### src/rtl/alu_disp_pkg.sv
package alu_disp_pkg;
    localparam int ALU_W   = 4;
    localparam int OPC_W   = 2;
    localparam int SW_W    = OPC_W + 2 * ALU_W;
    localparam int SEG_W   = 7;
    localparam int LED_W   = 10;
    localparam int LED_CY  = 8;
    localparam int LED_OV  = 9;
    localparam int N_SHOWN = 3;

    typedef enum logic [OPC_W-1:0] {
        OP_ADD = 2'b00,
        OP_SUB = 2'b01,
        OP_AND = 2'b10,
        OP_XOR = 2'b11
    } alu_op_e;

    typedef struct packed {
        logic [ALU_W-1:0] z;
        logic             carry;
        logic             ovf;
    } alu_res_t;

    localparam logic [SEG_W-1:0] GLYPH_BLANK = 7'h7F;
    localparam logic [SEG_W-1:0] GLYPH_MINUS = 7'h3F;
endpackage

### src/rtl/alu_core.sv
module alu_core
    import alu_disp_pkg::*;
#(
    parameter int W = ALU_W
) (
    input  alu_op_e        op,
    input  logic [W-1:0]   a,
    input  logic [W-1:0]   b,
    output logic [W-1:0]   z,
    output logic           carry,
    output logic           ovf
);
    logic         is_sub;
    logic [W-1:0] b_eff;
    logic [W:0]   sum;
    logic         arith_ovf;

    assign is_sub    = (op == OP_SUB);
    assign b_eff     = is_sub ? ~b : b;
    assign sum       = {1'b0, a} + {1'b0, b_eff} + {{W{1'b0}}, is_sub};
    assign arith_ovf = (a[W-1] == b_eff[W-1]) && (sum[W-1] != a[W-1]);

    always_comb begin
        unique case (op)
            OP_ADD, OP_SUB: begin
                z     = sum[W-1:0];
                carry = sum[W];
                ovf   = arith_ovf;
            end
            OP_AND: begin
                z     = a & b;
                carry = 1'b0;
                ovf   = 1'b0;
            end
            OP_XOR: begin
                z     = a ^ b;
                carry = 1'b0;
                ovf   = 1'b0;
            end
            default: begin
                z     = '0;
                carry = 1'b0;
                ovf   = 1'b0;
            end
        endcase
    end
endmodule

### src/rtl/seg_glyph.sv
module seg_glyph
    import alu_disp_pkg::*;
#(
    parameter int DW = 5
) (
    input  logic [DW-1:0]    digit,
    output logic [SEG_W-1:0] seg_n
);
    always_comb begin
        unique case (digit)
            DW'(0):  seg_n = 7'h40;
            DW'(1):  seg_n = 7'h79;
            DW'(2):  seg_n = 7'h24;
            DW'(3):  seg_n = 7'h30;
            DW'(4):  seg_n = 7'h19;
            DW'(5):  seg_n = 7'h12;
            DW'(6):  seg_n = 7'h02;
            DW'(7):  seg_n = 7'h78;
            DW'(8):  seg_n = 7'h00;
            DW'(9):  seg_n = 7'h10;
            default: seg_n = GLYPH_BLANK;
        endcase
    end
endmodule

### src/rtl/signed_digit_pair.sv
module signed_digit_pair
    import alu_disp_pkg::*;
#(
    parameter int W = ALU_W
) (
    input  logic [W-1:0]     val,
    output logic [SEG_W-1:0] sign_seg,
    output logic [SEG_W-1:0] mag_seg
);
    localparam int MW = W + 1;

    logic          neg;
    logic [MW-1:0] ext;
    logic [MW-1:0] mag;

    assign neg      = val[W-1];
    assign ext      = {val[W-1], val};
    assign mag      = neg ? (~ext + MW'(1)) : ext;
    assign sign_seg = neg ? GLYPH_MINUS : GLYPH_BLANK;

    seg_glyph #(.DW(MW)) u_glyph (
        .digit (mag),
        .seg_n (mag_seg)
    );
endmodule

### src/rtl/sw_alu_board.sv
module sw_alu_board
    import alu_disp_pkg::*;
(
    input  logic [SW_W-1:0]  sw,
    output logic [SEG_W-1:0] hex5,
    output logic [SEG_W-1:0] hex4,
    output logic [SEG_W-1:0] hex3,
    output logic [SEG_W-1:0] hex2,
    output logic [SEG_W-1:0] hex1,
    output logic [SEG_W-1:0] hex0,
    output logic [LED_W-1:0] ledr
);
    alu_op_e          op;
    logic [ALU_W-1:0] opa;
    logic [ALU_W-1:0] opb;
    alu_res_t         res;

    assign op  = alu_op_e'(sw[SW_W-1 -: OPC_W]);
    assign opa = sw[2*ALU_W-1 -: ALU_W];
    assign opb = sw[ALU_W-1:0];

    alu_core #(.W(ALU_W)) u_core (
        .op    (op),
        .a     (opa),
        .b     (opb),
        .z     (res.z),
        .carry (res.carry),
        .ovf   (res.ovf)
    );

    logic [ALU_W-1:0] shown    [N_SHOWN];
    logic [SEG_W-1:0] sign_seg [N_SHOWN];
    logic [SEG_W-1:0] mag_seg  [N_SHOWN];

    assign shown[0] = res.z;
    assign shown[1] = opb;
    assign shown[2] = opa;

    for (genvar gi = 0; gi < N_SHOWN; gi++) begin : g_pair
        signed_digit_pair #(.W(ALU_W)) u_pair (
            .val      (shown[gi]),
            .sign_seg (sign_seg[gi]),
            .mag_seg  (mag_seg[gi])
        );
    end

    assign hex1 = sign_seg[0];
    assign hex0 = mag_seg[0];
    assign hex3 = sign_seg[1];
    assign hex2 = mag_seg[1];
    assign hex5 = sign_seg[2];
    assign hex4 = mag_seg[2];

    always_comb begin
        ledr              = '0;
        ledr[ALU_W-1:0]   = res.z;
        ledr[LED_CY]      = res.carry;
        ledr[LED_OV]      = res.ovf;
    end
endmodule

### config.mk
export PLATFORM = sky130hd
export DESIGN_NAME = sw_alu_board
export DESIGN_NICKNAME = d
export VERILOG_FILES = /design/src/rtl/alu_disp_pkg.sv /design/src/rtl/alu_core.sv /design/src/rtl/seg_glyph.sv /design/src/rtl/signed_digit_pair.sv /design/src/rtl/sw_alu_board.sv
export SDC_FILE = /design/constraint.sdc
export NUM_CORES = 1
export LEC_CHECK = 0
export ABC_CLOCK_PERIOD_IN_PS = 10530
export BUFFER_PORTS_ARGS = -buffer_cell sky130_fd_sc_hd__buf_2
export CAP_MARGIN = 5
export CORE_AREA = 2 2 61 63
export DETAILED_ROUTE_END_ITERATION = 6
export DIE_AREA = 0 0 63 65
export PLACE_DENSITY = 0.73
export SYNTH_ARGS = -nofsm -noshare
export SYNTH_HDL_FRONTEND = slang
export SYNTH_SLANG_ARGS = --single-unit
### constraint.sdc
create_clock -name vclk -period 10.53
set_input_delay 3.159 -clock vclk [all_inputs]
set_output_delay 3.159 -clock vclk [all_outputs]
set_load 0.05 [all_outputs]
==> impl_results.md <==
* Vias per cell at 4.59
* DRT Pass-1 Iters at 4
* Hold crit path type: input port to output port
* Crit path required time at 7.37 ns
* Endpoints failing setup at 0
* Worst vdd ir at roughly 0.047 mV
* Final slew viol count at 0
* Sw Ratio at 72.9%
* DRC errors left at 0
* Via count at 1190
* Fin area at roughly 0.0015 sq mm
* Yosys Warn Count at 0
* Initial antenna violation count at 0
* IO Port Bufs at 40
* Largest net degree at the start of global routing at 15
* Non-Filler Instances at 259
* CP max FO at 14
* Min-Delay Path Depth at 3
* Data arrival time of the critical path at approximately 6.6 ns
* Reg power frac at 0%
* DRT iter0 DRCs at 24
* Final min period at 9.72 ns
* Ant diodes at 0
* Num ports at 62
* Area after DPL at 0.00151 sq mm
* Sw Pwr at 165 uW
* Post-DR wirelength/cell at 9.88 microns
* CLK BUF at 0
* Least-Margin Pin Slew at 0.852 ns
* Antenna Nets Post-Route at 0
* # nets final at 249
* Syn Std Cell Area at 0.00134 sq mm
* RSZ-0062 raised after global routing: no
* Post-DP HPWL at ~2200 microns
* Placed insts at about 260
* Hold slack at just under 7 ns
* Die ar. at 0.00410 sq mm
* Seq Cell Count at 0
* Post-Route WL at approximately 2600 microns
* Leak at 0.000811 uW
* Die W at between 60 and 70 microns
* Core area at 0.00350 sq mm
* Logic pwr share at 100.0%
* Sequential cell area fraction in the yosys report at 0%
* Final Hold Vio Count at 0
* Global-route wire length before repair at 4400 microns
* Run status: completed
* Hold EP: hex5[6]
* Seq. cell area at 0 sq um
* Rows at 22
* Hold_sp: sw[7]
* Cts-stage hold buffer count at 0
* Max Fclk at 103 MHz
* CTS resizes at 0
* Synth Area per Inst at approximately 7.5 sq um
* Cell count after synthesis at 179
* Internal power at 61.3 uW
* CP endpoint kind: output port
* Initial core utilization at approximately 38%
* Residual overflow from global routing at 0
* Clk pwr share at 0%
* Share of layout cells above drive strength 1 at 24.6%
* Die height at 65 microns
* Setup crit start kind: input port
* Final period util at 92.3%
* Gpl congestion at 0.793
* PwrDens at 150 mW/mm^2
* Area delta synth->final at 12.3%
* Setup CP Type: input port to output port
* Distinct cells, synth at 38
* Vias in the first global route at 990
* Max Cap Viol at 0
* Post-CTS Setup Bufs at 0
* Rel. slew slack at 42.8%
* Total track usage at 12.5%
## critical path: stages
cell      delay [ns]
buf_2           0.25
inv_1           0.13
nand2_1         0.16
xnor2_1         0.13
fa_1            0.51
nor2_1          0.05
a21oi_2         0.16
inv_1           0.08
ha_1            0.21
nor2b_1         0.16
nand2_1         0.12
a32o_1          0.30
a311oi_4        0.46
mux2i_1         0.24
mux2_4          0.16
buf_2           0.25
## synthesized netlist by cell type (3+ instances only)
cell type,instances,area (sq um)
o211ai_1,3,22.5
a31oi_1,3,18.8
inv_1,14,52.6
buf_4,24,180
xnor2_1,7,61.3
mux2i_1,15,150
ha_1,25,313
clkbuf_1,3,11.3
o21ai_0,9,45.0
nor2_1,9,33.8
nor2b_1,3,18.8
a21oi_1,14,70.1
nand2_1,14,52.6
nand2b_1,6,37.5
## layout make-up
class / count / area [sq um]
multi-input combinational: 157 / 1200
timing repair buffer: 40 / 200
fill: 372 / 1990
tap: 48 / 60.1
inverter: 14 / 52.6
## stage by stage
step | utilization (%) | power (uW) | setup TNS (ns) | setup slack, ns
floorplan | - | 196 | -0.105 | -0.105
global placement | 43.2 | 225 | 0 | 0.906
CTS | 43.2 | 227 | 0 | 0.813
detailed placement | 43.2 | 226 | 0 | 0.825
global route | 43.2 | 242 | 0 | 0.543
finish | 43.2 | 226 | 0 | 0.809
## routing by layer
metal | share of wire, % | track usage [%] | vias to the layer above
li1 | - | - | 636
met1 | 50 | 18.4 | 511
met2 | 44 | 21.0 | 41
met3 | 5.4 | 0.521 | 2
met4 | 0.70 | 1.11 | 0
met5 | 0 | 0 | -
## power by group through the flow
stage / clock network, uW / logic (uW) / registers (uW)
2_1_floorplan: 0 / 196 / 0
3_3_place_gp: 0 / 225 / 0
3_5_place_dp: 0 / 226 / 0
4_1_cts: 0 / 227 / 0
5_1_grt: 0 / 242 / 0
6_report: 0 / 226 / 0
## cells by family (layout without fill, tap and decap cells)
kind of cell	after synthesis	in the layout	synth area share, %
AND/OR/NAND/NOR	44	44	16.8
buffers and inverters	42	54	18.5
AO/OA/AOI/OAI	39	39	20.2
adder cells (fa/ha/maj)	26	26	24.8
multiplexers	18	18	14.0
XOR/XNOR	8	8	5.21
other	2	22	0.559
## how the worst max path moves through the flow
| stage | start | to | slack [ns] | cells past startpoint |
|---|---|---|---|---|
| after floorplan | sw[9] | hex0[5] | -0.10 | 15 |
| after global placement | sw[9] | hex0[6] | 0.91 | 16 |
| after detailed placement | sw[9] | hex0[4] | 0.83 | 16 |
| after CTS | sw[9] | hex0[4] | 0.81 | 16 |
| after global routing | sw[9] | hex0[4] | 0.54 | 16 |
| final | sw[9] | hex0[4] | 0.81 | 16 |
## cell usage in the layout (no fill, tap or decap), drive strengths merged, types with 2 or more instances in the layout
master / synthesis / layout
buf: 25 / 40
ha: 25 / 25
conb: 2 / 22
mux2i: 15 / 15
inv: 14 / 14
nand2: 14 / 14
a21oi: 14 / 14
o21ai: 10 / 10
nor2: 9 / 9
xnor2: 7 / 7
nand2b: 6 / 6
o211ai: 3 / 3
nor2b: 3 / 3
mux2: 3 / 3
a31oi: 3 / 3
or4: 2 / 2
a21o: 2 / 2
a2bb2oi: 2 / 2
nand3: 2 / 2
nor3b: 2 / 2
(Power assumes the default switching activity.)
